--- src/rtl/dma_pp_pkg.sv ---
package dma_pp_pkg;
   localparam int SEL_W     = 3;
   localparam int CHAN_SEL  = 4;
   localparam int PS_BIT    = 16;
   localparam int DNE_BIT   = 17;
   localparam int ERR_BIT   = 18;
   localparam int RDY_BIT   = 19;
   localparam int ACT_BIT   = 0;
   localparam int BIGE_BIT  = 1;
   localparam int EN_BIT    = 2;

   typedef struct packed {
      logic ps;
      logic dne;
      logic err;
      logic rdy;
   } page_flags_t;
endpackage

--- src/rtl/dma_pp_regs.sv ---
module dma_pp_regs
   import dma_pp_pkg::*;
#(
   parameter int ADDR_W  = 32,
   parameter int DEPTH_W = 11
) (
   input  logic                          clk,
   input  logic                          rst_n,
   input  logic                          cfg_we,
   input  logic [SEL_W-1:0]              cfg_sel,
   input  logic [31:0]                   cfg_wdata,
   output logic [31:0]                   cfg_rdata,
   input  logic                          ev_done,
   input  logic                          ev_err,
   input  logic                          ev_page,
   output logic [1:0][ADDR_W-1:0]        base_o,
   output logic [1:0][DEPTH_W-1:0]       depth_o,
   output page_flags_t [1:0]             flags_o,
   output logic                          active_o,
   output logic                          big_o,
   output logic                          en_o
);
   initial begin
      assert (DEPTH_W >= 1 && DEPTH_W <= PS_BIT) else $error("depth field overlaps flags");
      assert (ADDR_W >= 2 && ADDR_W <= 32) else $error("address width out of range");
   end

   for (genvar p = 0; p < 2; p++) begin : g_page
      localparam logic [SEL_W-1:0] BASE_SEL = SEL_W'(2 * p);
      localparam logic [SEL_W-1:0] CTL_SEL  = SEL_W'(2 * p + 1);
      always_ff @(posedge clk or negedge rst_n) begin
         if (!rst_n) begin
            base_o[p]  <= '0;
            depth_o[p] <= '0;
            flags_o[p] <= '0;
         end else begin
            if (cfg_we && cfg_sel == BASE_SEL)
               base_o[p] <= cfg_wdata[ADDR_W-1:0];
            if (cfg_we && cfg_sel == CTL_SEL) begin
               depth_o[p]     <= cfg_wdata[DEPTH_W-1:0];
               flags_o[p].ps  <= cfg_wdata[PS_BIT];
               flags_o[p].dne <= cfg_wdata[DNE_BIT];
               flags_o[p].err <= cfg_wdata[ERR_BIT];
               flags_o[p].rdy <= cfg_wdata[RDY_BIT];
            end
            if (ev_done && ev_page == 1'(p)) begin
               flags_o[p].dne <= 1'b1;
               flags_o[p].rdy <= 1'b0;
            end
            if (ev_err && ev_page == 1'(p))
               flags_o[p].err <= 1'b1;
         end
      end
   end

   always_ff @(posedge clk or negedge rst_n) begin
      if (!rst_n) begin
         active_o <= 1'b0;
         big_o    <= 1'b0;
         en_o     <= 1'b0;
      end else begin
         if (cfg_we && cfg_sel == SEL_W'(CHAN_SEL)) begin
            active_o <= cfg_wdata[ACT_BIT];
            big_o    <= cfg_wdata[BIGE_BIT];
            en_o     <= cfg_wdata[EN_BIT];
         end
         if (ev_done)
            active_o <= ~active_o;
      end
   end

   always_comb begin
      cfg_rdata = '0;
      if (cfg_sel == SEL_W'(CHAN_SEL)) begin
         cfg_rdata[ACT_BIT]  = active_o;
         cfg_rdata[BIGE_BIT] = big_o;
         cfg_rdata[EN_BIT]   = en_o;
      end else if (cfg_sel < SEL_W'(CHAN_SEL)) begin
         if (cfg_sel[0]) begin
            cfg_rdata[DEPTH_W-1:0] = depth_o[cfg_sel[1]];
            cfg_rdata[PS_BIT]      = flags_o[cfg_sel[1]].ps;
            cfg_rdata[DNE_BIT]     = flags_o[cfg_sel[1]].dne;
            cfg_rdata[ERR_BIT]     = flags_o[cfg_sel[1]].err;
            cfg_rdata[RDY_BIT]     = flags_o[cfg_sel[1]].rdy;
         end else begin
            cfg_rdata[ADDR_W-1:0]  = base_o[cfg_sel[1]];
         end
      end
   end


   done_flip_chk: assert property (@(posedge clk) disable iff (!rst_n)
      ev_done |=> active_o != $past(active_o));


   done_clears_ready_chk: assert property (@(posedge clk) disable iff (!rst_n)
      ev_done |=> flags_o[$past(ev_page)].dne && !flags_o[$past(ev_page)].rdy);


   err_flag_set_chk: assert property (@(posedge clk) disable iff (!rst_n)
      ev_err |=> flags_o[$past(ev_page)].err);
endmodule

--- src/rtl/dma_pp_lane.sv ---
module dma_pp_lane #(
   parameter int WORD_BYTES = 4,
   localparam int LANE_W    = $clog2(WORD_BYTES),
   localparam int DATA_W    = 8 * WORD_BYTES
) (
   input  logic [LANE_W-1:0]     lo_addr,
   input  logic                  big_endian,
   input  logic [7:0]            byte_in,
   output logic [WORD_BYTES-1:0] be,
   output logic [DATA_W-1:0]     wdata
);
   initial begin
      assert (WORD_BYTES >= 2 && (WORD_BYTES & (WORD_BYTES - 1)) == 0)
         else $error("word must be a power of two of at least two bytes");
   end

   logic [LANE_W-1:0] lane_sel;
   assign lane_sel = big_endian ? (LANE_W'(WORD_BYTES - 1) - lo_addr) : lo_addr;

   for (genvar l = 0; l < WORD_BYTES; l++) begin : g_lane
      assign be[l]          = (lane_sel == LANE_W'(l));
      assign wdata[8*l +: 8] = be[l] ? byte_in : 8'h00;
   end
endmodule

--- src/rtl/dma_pp_engine.sv ---
module dma_pp_engine
   import dma_pp_pkg::*;
#(
   parameter int ADDR_W  = 32,
   parameter int DEPTH_W = 11
) (
   input  logic               clk,
   input  logic               rst_n,
   input  logic               en,
   input  logic               act,
   input  logic [ADDR_W-1:0]  base,
   input  logic [DEPTH_W-1:0] depth,
   input  page_flags_t        flags,
   input  logic               in_valid,
   input  logic [7:0]         in_data,
   output logic               in_ready,
   input  logic               mem_ack,
   input  logic               mem_err,
   output logic               req_valid,
   output logic [ADDR_W-1:0]  req_addr,
   output logic [7:0]         req_byte,
   output logic               req_sop,
   output logic               ev_done,
   output logic               ev_err,
   output logic               ev_page,
   output logic               irq
);
   logic [DEPTH_W-1:0] off;
   logic               pend;
   logic               ack_ok;

   assign in_ready  = en && flags.rdy && !flags.err && !pend;
   assign req_valid = pend;
   assign ack_ok    = pend && mem_ack;
   assign ev_done   = ack_ok && !mem_err && (off == depth);
   assign ev_err    = ack_ok && mem_err;

   always_ff @(posedge clk or negedge rst_n) begin
      if (!rst_n) begin
         off      <= '0;
         pend     <= 1'b0;
         req_addr <= '0;
         req_byte <= '0;
         req_sop  <= 1'b0;
         ev_page  <= 1'b0;
         irq      <= 1'b0;
      end else begin
         irq <= ev_done;
         if (in_valid && in_ready) begin
            pend     <= 1'b1;
            req_addr <= base + ADDR_W'(off);
            req_byte <= in_data;
            req_sop  <= flags.ps && (off == '0);
            ev_page  <= act;
         end else if (ack_ok) begin
            pend <= 1'b0;
            if (mem_err || off == depth) off <= '0;
            else                        off <= off + 1'b1;
         end
      end
   end


   req_hold_chk: assert property (@(posedge clk) disable iff (!rst_n)
      req_valid && !mem_ack |=> req_valid && $stable(req_addr) && $stable(req_byte));


   busy_no_accept_chk: assert property (@(posedge clk) disable iff (!rst_n)
      req_valid |-> !in_ready);


   irq_pulse_chk: assert property (@(posedge clk) disable iff (!rst_n)
      irq |=> !irq);


   err_no_irq_chk: assert property (@(posedge clk) disable iff (!rst_n)
      ev_err |=> !irq);
endmodule

--- src/rtl/dma_pingpong_ctl.sv ---
module dma_pingpong_ctl
   import dma_pp_pkg::*;
#(
   parameter int ADDR_W     = 32,
   parameter int DEPTH_W    = 11,
   parameter int WORD_BYTES = 4,
   localparam int LANE_W    = $clog2(WORD_BYTES),
   localparam int DATA_W    = 8 * WORD_BYTES
) (
   input  logic                  clk,
   input  logic                  rst_n,
   input  logic                  cfg_we,
   input  logic [SEL_W-1:0]      cfg_sel,
   input  logic [31:0]           cfg_wdata,
   output logic [31:0]           cfg_rdata,
   input  logic                  in_valid,
   input  logic [7:0]            in_data,
   output logic                  in_ready,
   output logic                  mem_req,
   output logic [ADDR_W-1:0]     mem_addr,
   output logic [DATA_W-1:0]     mem_wdata,
   output logic [WORD_BYTES-1:0] mem_be,
   output logic                  mem_sop,
   input  logic                  mem_ack,
   input  logic                  mem_err,
   output logic                  irq
);
   logic [1:0][ADDR_W-1:0]  base_w;
   logic [1:0][DEPTH_W-1:0] depth_w;
   page_flags_t [1:0]       flags_w;
   logic                    active_w, big_w, en_w;
   logic                    ev_done_w, ev_err_w, ev_page_w;
   logic [ADDR_W-1:0]       req_addr_w;
   logic [7:0]              req_byte_w;

   dma_pp_regs #(.ADDR_W(ADDR_W), .DEPTH_W(DEPTH_W)) regs_i (
      .clk(clk), .rst_n(rst_n), .cfg_we(cfg_we), .cfg_sel(cfg_sel),
      .cfg_wdata(cfg_wdata), .cfg_rdata(cfg_rdata),
      .ev_done(ev_done_w), .ev_err(ev_err_w), .ev_page(ev_page_w),
      .base_o(base_w), .depth_o(depth_w), .flags_o(flags_w),
      .active_o(active_w), .big_o(big_w), .en_o(en_w)
   );

   dma_pp_engine #(.ADDR_W(ADDR_W), .DEPTH_W(DEPTH_W)) eng_i (
      .clk(clk), .rst_n(rst_n), .en(en_w), .act(active_w),
      .base(base_w[active_w]), .depth(depth_w[active_w]), .flags(flags_w[active_w]),
      .in_valid(in_valid), .in_data(in_data), .in_ready(in_ready),
      .mem_ack(mem_ack), .mem_err(mem_err),
      .req_valid(mem_req), .req_addr(req_addr_w), .req_byte(req_byte_w),
      .req_sop(mem_sop), .ev_done(ev_done_w), .ev_err(ev_err_w),
      .ev_page(ev_page_w), .irq(irq)
   );

   dma_pp_lane #(.WORD_BYTES(WORD_BYTES)) lane_i (
      .lo_addr(req_addr_w[LANE_W-1:0]), .big_endian(big_w),
      .byte_in(req_byte_w), .be(mem_be), .wdata(mem_wdata)
   );

   assign mem_addr = {req_addr_w[ADDR_W-1:LANE_W], {LANE_W{1'b0}}};


   one_lane_chk: assert property (@(posedge clk) disable iff (!rst_n)
      mem_req |-> $countones(mem_be) == 1);


   stall_no_req_chk: assert property (@(posedge clk) disable iff (!rst_n)
      !mem_req && !in_ready |=> !mem_req);
endmodule

--- config.mk ---
export PLATFORM = sky130hd
export DESIGN_NAME = dma_pingpong_ctl
export DESIGN_NICKNAME = d
export VERILOG_FILES = /design/src/rtl/dma_pp_pkg.sv /design/src/rtl/dma_pp_regs.sv /design/src/rtl/dma_pp_lane.sv /design/src/rtl/dma_pp_engine.sv /design/src/rtl/dma_pingpong_ctl.sv
export SDC_FILE = /design/constraint.sdc
export NUM_CORES = 1
export LEC_CHECK = 0
export BUFFER_PORTS_ARGS = -buffer_cell sky130_fd_sc_hd__buf_2
export CAP_MARGIN = 25
export CELL_PAD_IN_SITES_DETAIL_PLACEMENT = 1
export CELL_PAD_IN_SITES_GLOBAL_PLACEMENT = 1
export CORE_MARGIN = 3
export CORE_UTILIZATION = 40
export CTS_BUF_LIST = sky130_fd_sc_hd__clkbuf_4 sky130_fd_sc_hd__clkbuf_8 sky130_fd_sc_hd__clkbuf_16
export DETAILED_ROUTE_END_ITERATION = 10
export HOLD_SLACK_MARGIN = 0.06
export PLACE_DENSITY = 0.75
export SLEW_MARGIN = 10
export SYNTH_ARGS = -nofsm -noshare
export SYNTH_HDL_FRONTEND = slang
export SYNTH_SLANG_ARGS = --single-unit
--- constraint.sdc ---
create_clock -name clk -period 9.1 [get_ports clk]
set_clock_uncertainty 0.2 [all_clocks]
set_input_delay 0 -clock clk [delete_from_list [all_inputs] [get_ports clk]]
set_output_delay 0 -clock clk [all_outputs]
set_load 0.01 [all_outputs]
Word level (Yosys, flattened, before mapping):

Index checks and enable logic that the tools add are counted.

* mux-type cells: 37
* add/subtract/negate cells: 3
* reduce and logical (&&, ||, !) cells: 32
* equality and inequality tests: 8
* magnitude comparators: 3
* bitwise gates (word level): 3

Operators by type and width (count)
* two-way mux 32 bit: 5
* two-way mux 11 bit: 6
* adder 32 x 11 -> 32 bit: 1
* two-way mux 8 bit: 4
* two-way mux 29 bit: 1
* two-way mux 4 bit: 5
* logical AND 1 bit: 18
* two-way mux 12 bit: 1
* nonzero test 2 bit: 6
* adder 11 x 1 -> 11 bit, second input constant: 1
* equality test 11 bit: 1
* logical NOT 11 bit: 1
* two-way mux 1 bit: 10
* two-way mux 3 bit: 3
* equality test 3 x 2 -> 1 bit, second input constant: 2
* two-way mux 5 bit: 1
* equality test 2 bit, second input constant: 2
* less-than comparator 1 x 2 -> 1 bit, second input constant: 2
* equality test 3 x 1 -> 1 bit, second input constant: 1
* equality test 3 bit, second input constant: 1
* logical NOT 1 bit: 3
* logical NOT 3 bit: 1
* less-than comparator 3 bit, second input constant: 1
* NOT 1 bit: 3
* other kinds (6): 6

* register bits: 152
* output and inout bits: 104

Depth between registers and ports, before layout:

Gate-level depths: netlist of run 1.

* word-level depth: 8
* mapped depth: 16
* depth with buffers taken out: 9

Cells and area by module:

Synthesis of run 1 repeated with hierarchy kept, for this count alone.

* cell total of the unflattened synthesis: 794
* area total of the unflattened synthesis: 8911.0 um^2

Modules (own cells, without submodules)
* dma_pp_regs: cells an instance 307, area an instance 4478.0 um^2, times used 1, sequential area each 2427.3 um^2
* dma_pp_engine: cells an instance 366, area an instance 3301.9 um^2, times used 1, sequential area each 1376.3 um^2
* dma_pingpong_ctl: cells an instance 55, area an instance 710.7 um^2, times used 1, sequential area each 0.0 um^2
* dma_pp_lane: cells an instance 66, area an instance 420.4 um^2, times used 1, sequential area each 0.0 um^2

Least setup slack after synthesis of run 1:

Ideal clock, no wire load.

* path kind: reg-to-reg
* from: register regs_i.active_o
* to: register eng_i.req_addr[30]
* arrival time: 3689 ps
* cell stages (with the launch flop): 16
* path buffers: 7
* slack: 5075 ps
* clock period less this slack: 4025 ps
* cell sequence: dfrtp_1 -> buf_6 -> buf_4 -> buf_2 -> buf_2 -> buf_2 -> clkbuf_1 -> mux2_2 -> ha_1 -> clkbuf_1 -> o211ai_1 -> a22oi_1 -> nand3_1 -> a2111oi_0 -> xor2_1 -> o21ai_0

* longest elaborated chain between the ends: 6
* elaborated cells between the ends (all ways): 10

RTL lines
* start, declared: line dma_pp_regs.sv:19 `output logic active_o,`
* start signal, assigned: line dma_pp_regs.sv:63 `active_o <= cfg_wdata[ACT_BIT];`
* start signal, assigned: line dma_pp_regs.sv:68 `active_o <= ~active_o;`
* branches (longest 6 deep; another with adder 32 x 11 -> 32 bit)
* end signal, assigned: line dma_pp_engine.sv:51 `req_addr <= base + ADDR_W'(off);`
* end, declared: line dma_pp_engine.sv:20 `output logic [ADDR_W-1:0] req_addr,`

Parallel ways; which one is timed is not known. The select of a mux whose other input is x is not followed.
A chain may end at the register's enable or synchronous reset.

Final worst setup path of run 1:

* from: register regs_i.active_o
* to: register eng_i.req_addr[13]

The elaborated chain is that of the path after synthesis.

==> results.toml, run 1 <==
[sta]
setup_violations = 0
rsz0062_at_grt = "false"
fmax_mhz = 237.5
timing.slew.headroom = 0.3340
worst_pin_slew_ns = 0.9980
tns_ns = 0
hold_violations = 0
final_max_slew_viol_count = 0
fin_crit_ns = 4.211
post-route-period-util = 0.4627

[worst_setup_path]
r2r_cells = 9
path_class = "flip-flop to flip-flop"
worstPathArrival_ns = 4.37
worstPathRequired_ns = 9.26
startpoint_type = "flip-flop"
r2r_slack_ns = 4.89
cp-end-kind = "flip-flop"
crit_fanout = 69

[power]
ir_drop_mv = 0.1339
switchingPower_uw = 1020
power_frac_comb = 0.350
share_seq_of_total_power = 0.381
powerDensity_nw_per_um2 = 259.4
power.internal_uw = 1786
p_sw_frac = 0.3636
power.share.clock = 0.269
p_leak_uw = 0.005016
p_total_uw = 2806

[worst_hold_path]
hp-class = "input pin to flip-flop"
min_path_cells = 3

[clock_tree]
cts_root_buf = "clkbuf_16"
cts_setup_buffers = 0
post_cts_resized = 0
clock_latency_ns = 0.43
cts-buffers-inserted = 17
clk_pin_slew_ns = 0.07
cts_tree = "yes"
cts_htree_levels = 4
clock_sinks = 152
clockBufferDepth = 2

[layout]
nFillCells = 2355
final_common_cell = "dfrtp_1"
layout_common_cells = "151 x dfrtp_1, 150 x buf_2, 120 x mux2_2, 67 x nand2_1, 49 x dlygate4sd3_1"
nNetsFinal = 1037
n_antenna_cell = 0
drive_gt1_frac = 0.3435
syn_to_final_growth_pct = 21.57
instances_no_fill = 1262

[floorplanning]
ios = 153
die_h_um = 155.2
num_rows = 53
initial_utilization = 0.4154
dieWidth_um = 155.2
die_area_um2 = 24070
fp.coreArea_um2 = 21420

[logic_synthesis]
yosys.cell_types.count = 64
synth_flop_cell = "dfrtp_1"
synth_seq_area_share = 0.4274
syn-cell-area_um2 = 8899
synthTopCellsByArea = "dfrtp_1 43%, mux2_2 15%, mux2i_1 5.2%, mux4_2 3.8%, nand2_1 2.9%"
yosys.area.top_type = "dfrtp_1"
postSynthAreaPerCell_um2 = 10.84
yosysWarnings = 0
ys_ff_latch = 152
synth_top_area_frac = 0.4274
syn_inst = 821
ys_async_sr_fraction = 1.000
synth_edf_count = 0

[placed_design]
numPortBuffers = 150
hpwlAfterDp_mm = 18.59
dp_cells = 1179
place_congestion = 0.8614

[drt]
via_per_inst = 5.548
drt_iter0_markers = 398
dr.pass1.iters = 5
remaining_drc_errors = 0
detail-route-antenna-nets = 0
routed_wl_mm = 26.43
wl_per_cell_um = 20.94
dr_total_vias = 7002

[job]
maxCapViolations = 0

[grt]
overflow = 0
antenna_found_initial = 0
grt_max_degree = 71
grt_pass1_vias = 7136
grt_pass1_wl_mm = 42.01
track_usage = 0.2224

[status]
status = "finished, final reports clean"
synth_stat cells (all sizes together), types with 5 or more instances:
library cell and count:
a211oi 5, a21oi 22, a31oi 6, and2 34, and3 6, buf 43
clkbuf 34, dfrtp 152, ha 13, inv 13, mux2 120, mux2i 46
mux4 15, nand2 68, nand3 27, nand3b 5, nand4 6, nor2 36
nor2b 15, nor3 7, o21ai 37, o31ai 9, xnor2 20, xor2 15
through the flow:
step	area (um^2)	util	worst slack, ns	hold slack [ns]
after floorplan	8902	-	5.075	-0.4956
after global placement	9633	0.4497	5.137	-0.1413
after detailed placement	9676	0.4517	5.069	-0.1342
after CTS	10810	0.5048	4.913	0.1306
after global routing	10820	0.5051	4.603	0.1415
final	10820	0.5051	4.889	0.1337
layer usage:
layer	track usage	vias to the layer above	part of all wire
met5	0	-	0
met4	0.05551	0	0.017
met3	0.04312	33	0.047
met2	0.3326	187	0.45
met1	0.3326	3553	0.49
li1	-	3229	-
worst paths after layout:
| check | start | to |
|---|---|---|
| min | mem_ack | eng_i.req_valid$_DFFE_PN0P_ |
| min reg2reg | eng_i.req_addr[4]$_DFFE_PN0P_ | eng_i.req_addr[4]$_DFFE_PN0P_ |
| min in group asynchronous | rst_n | regs_i.depth_o[10]$_DFFE_PN0P_ |
| max in group asynchronous | rst_n | regs_i.active_o$_DFFE_PN0P_ |
| max reg2reg | regs_i.active_o$_DFFE_PN0P_ | eng_i.req_addr[13]$_DFFE_PN0P_ |
| max | regs_i.active_o$_DFFE_PN0P_ | eng_i.req_addr[13]$_DFFE_PN0P_ |
area by class of cell:
cell class	instances	area [um^2]	area share
multi-input combinational	580	4626	0.4276
sequential	152	3805	0.3517
timing repair buffer	210	1375	0.1271
clock buffer	20	454.2	0.04198
tap	275	344.1	0.03181
clock inverter	12	165.2	0.01527
inverter	13	48.80	0.004511
state kept, by name, summed over array words and instances (netlist names), 8 cells and up:
register / cells
eng_i.req_byte: 8
eng_i.off: 11
regs_i.depth_o: 22
regs_i.flags_o: 8
regs_i.base_o: 64
eng_i.req_addr: 32
worst max-delay path, cell delays in order, from the launching register on:
cell	delay, ns
dfrtp_2	0.53
buf_4	0.71
mux2_2	0.45
ha_1	0.30
a21o_1	0.15
nand4_1	0.16
a31oi_1	0.46
a41oi_1	0.43
or4_1	0.62
nand3_1	0.09
kinds of logic (layout without fill, tap and decap cells):
group                    Yosys count  after routing  share of synthesized area
AO/OA/AOI/OAI                    116            116                    0.08479
other                              1              2                  0.0004214
flip-flops                       152            152                     0.4274
XOR/XNOR                          35             35                    0.03445
adder cells (fa/ha/maj)           14             14                    0.02053
multiplexers                     181            181                     0.2416
AND/OR/NAND/NOR                  232            232                     0.1362
buffers and inverters             90            255                    0.05456
power groups by stage:
stage / combinational [uW] / sequential [uW] / clock, uW
2_1_floorplan: 744 / 991 / 0
3_3_place_gp: 929 / 1070 / 0
3_5_place_dp: 955 / 1080 / 0
4_1_cts: 988 / 1070 / 762
5_1_grt: 1080 / 1100 / 795
6_report: 982 / 1070 / 754
what timing repair did:
item                                   in CTS  in global routing
hold buffers                               50                  0
endpoints found under the hold margin     221                  0
setup endpoints to repair                   0                  0
No activity file was read; power rests on OpenSTA's default activity.
==> run 2: changes to the inputs <==
==> constraint.sdc (replaced) <==
create_clock -name clk -period 4.1 [get_ports clk]
set_clock_uncertainty 0.2 [all_clocks]
set_input_delay 0 -clock clk [delete_from_list [all_inputs] [get_ports clk]]
set_output_delay 0 -clock clk [all_outputs]
set_load 0.01 [all_outputs]
==> run 2 against run 1 <==
Final area shrank 0.24%. Non-clock buffer count is 1 higher. Global-route usage about the same. Sequential power grew 120%. Clock-buffer cell count fell by 3. Register-to-register slack worse by 4.3 ns. Critical path type unchanged. Critical endpoint is now eng_i.req_addr[26]$_DFFE_PN0P_.
==> results.toml, run 2 (synthesis results as in run 1) <==
[worst_setup_path]
startpoint_type = "flip-flop"
crit_chain = "buf_4 > mux2_2 > ha_1 > o211ai_1 > a22oi_1 > nand3_1 > a2111oi_0 > xor2_1 > o21ai_0"
crit_fanout = 32
cp-end-kind = "flip-flop"
worstPathRequired_ns = 4.20
crit_family = "compound AO/OA/AOI/OAI gates"
crit_slowest_cell = "a2111oi_0"
cp.buffers_inverters = 1
path_class = "flip-flop to flip-flop"
worstPathArrival_ns = 3.65
crit_path_max_incr_delay_ns = 0.60

[layout]
nNetsFinal = 1038
largest_reg_flops = 64
layout_common_cells = "151 x dfrtp_1, 149 x buf_2, 120 x mux2_2, 67 x nand2_1, 47 x dlygate4sd3_1"
instances_no_fill = 1263
n_antenna_cell = 0
final_common_cell = "dfrtp_1"
seqCellArea_um2 = 3805
reg_top3 = "regs_i.base_o x64, eng_i.req_addr x32, regs_i.depth_o x22"
multiInputGateArea_um2 = 4626
drive_gt1_frac = 0.3462
regMostFlops = "regs_i.base_o"
syn_to_final_growth_pct = 21.27
nFillCells = 2345

[floorplanning]
fp.coreArea_um2 = 21420
initial_utilization = 0.4154
num_rows = 53
die_h_um = 155.2
ios = 153
dieWidth_um = 155.2
die_area_um2 = 24070

[placed_design]
post-place-ws_ns = 0.6106
numPortBuffers = 150
hpwlAfterDp_mm = 18.39
place_congestion = 0.8411
dp_cells = 1183

[job]
maxCapViolations = 0

[clock_tree]
clock_latency_ns = 0.44
post_cts_resized = 0
clock_sinks = 152
cts_htree_levels = 4
cts_root_buf = "clkbuf_16"
cts_setup_buffers = 0
clk_pin_slew_ns = 0.06
clockBufferDepth = 2
cts_tree = "yes"
cts-buffers-inserted = 17

[drt]
dr.pass1.iters = 5
remaining_drc_errors = 0
via_per_inst = 5.530
drt_iter0_markers = 475
detail-route-antenna-nets = 0
wl_per_cell_um = 20.91
routed_wl_mm = 26.41
dr_total_vias = 6984

[sta]
fin_ws_ns = 0.5571
final_max_slew_viol_count = 0
rsz0062_at_grt = "false"
setup_violations = 0
timing.slew.headroom = 0.4641
post-route-period-util = 0.8641
worst_pin_slew_ns = 0.7934
fin_crit_ns = 3.543
tns_ns = 0
hold_violations = 0
fmax_mhz = 282.3

[grt]
antenna_found_initial = 0
grt_max_degree = 111
overflow = 0
track_usage = 0.2224
grt_pass1_wl_mm = 41.75
grt_pass1_vias = 7298

[worst_hold_path]
hp-class = "input pin to flip-flop"

[power]
power.internal_uw = 3920
power.share.clock = 0.263
p_leak_uw = 0.005008
ir_drop_mv = 0.3231
p_sw_frac = 0.3653
powerDensity_nw_per_um2 = 572.3
switchingPower_uw = 2256
power_frac_comb = 0.353
share_seq_of_total_power = 0.384

[status]
status = "finished, final reports clean"
run 2: cell type report:
| cell class | count | share of cell area |
|---|---|---|
| Multi-Input combinational cell | 580 | 0.4286 |
| Sequential cell | 152 | 0.3526 |
| Timing Repair Buffer | 211 | 0.1265 |
| Clock buffer | 17 | 0.03942 |
| Tap cell | 275 | 0.03188 |
| Clock inverter | 15 | 0.01646 |
| Inverter | 13 | 0.004522 |
run 2: power groups by stage:
stage / Sequential [uW] / Combinational [uW] / Clock, uW
final: 2370 / 2180 / 1620
after global routing: 2440 / 2410 / 1720
after CTS: 2360 / 2200 / 1650
after detailed placement: 2380 / 2140 / 0
after global placement: 2350 / 2090 / 0
after floorplan: 2200 / 1650 / 0
run 2: worst register-to-register path, stage by stage (launching register included):
cell	delay (ns)
dfrtp_2	0.55
buf_4	0.39
mux2_2	0.39
ha_1	0.32
o211ai_1	0.12
a22oi_1	0.30
nand3_1	0.28
a2111oi_0	0.60
xor2_1	0.18
o21ai_0	0.09
run 2: final timing paths:
kind | startpoint | end | slack [ns] | depth (start not counted)
min in group asynchronous | rst_n | regs_i.base_o[37]$_DFFE_PN0P_ | 0.32 | 3
max reg2reg | regs_i.active_o$_DFFE_PN0P_ | eng_i.req_addr[26]$_DFFE_PN0P_ | 0.56 | 9
min reg2reg | eng_i.req_addr[3]$_DFFE_PN0P_ | eng_i.req_addr[3]$_DFFE_PN0P_ | 0.27 | 2
max | regs_i.active_o$_DFFE_PN0P_ | eng_i.req_addr[26]$_DFFE_PN0P_ | 0.56 | 9
min | in_data[0] | eng_i.req_byte[0]$_DFFE_PN0P_ | 0.13 | 3
max in group asynchronous | rst_n | regs_i.base_o[20]$_DFFE_PN0P_ | 2.31 | 5
run 2: timing repair:
item,4_1_cts,5_1_grt
endpoints found under the hold margin,255,21
endpoints found under the setup margin,0,0
hold buffers,46,1
run 2: metal layers:
metal  part of all wire  global-route usage
met1               0.48              0.3252
met2               0.46              0.3435
met3              0.046             0.03727
met4              0.013             0.05971
met5                  0                   0
run 2: through the flow:
step                      power (uW)  hold slack [ns]  utilization  instance area (um^2)
final                           6176           0.1315       0.5038                 10790
after global placement          4439          0.02633       0.4524                  9691
after global routing            6565           0.1329       0.5038                 10790
after CTS                       6204           0.1221       0.5021                 10750
after floorplan                 3850          -0.4956            -                  8902
after detailed placement        4520          0.03263       0.4524                  9691
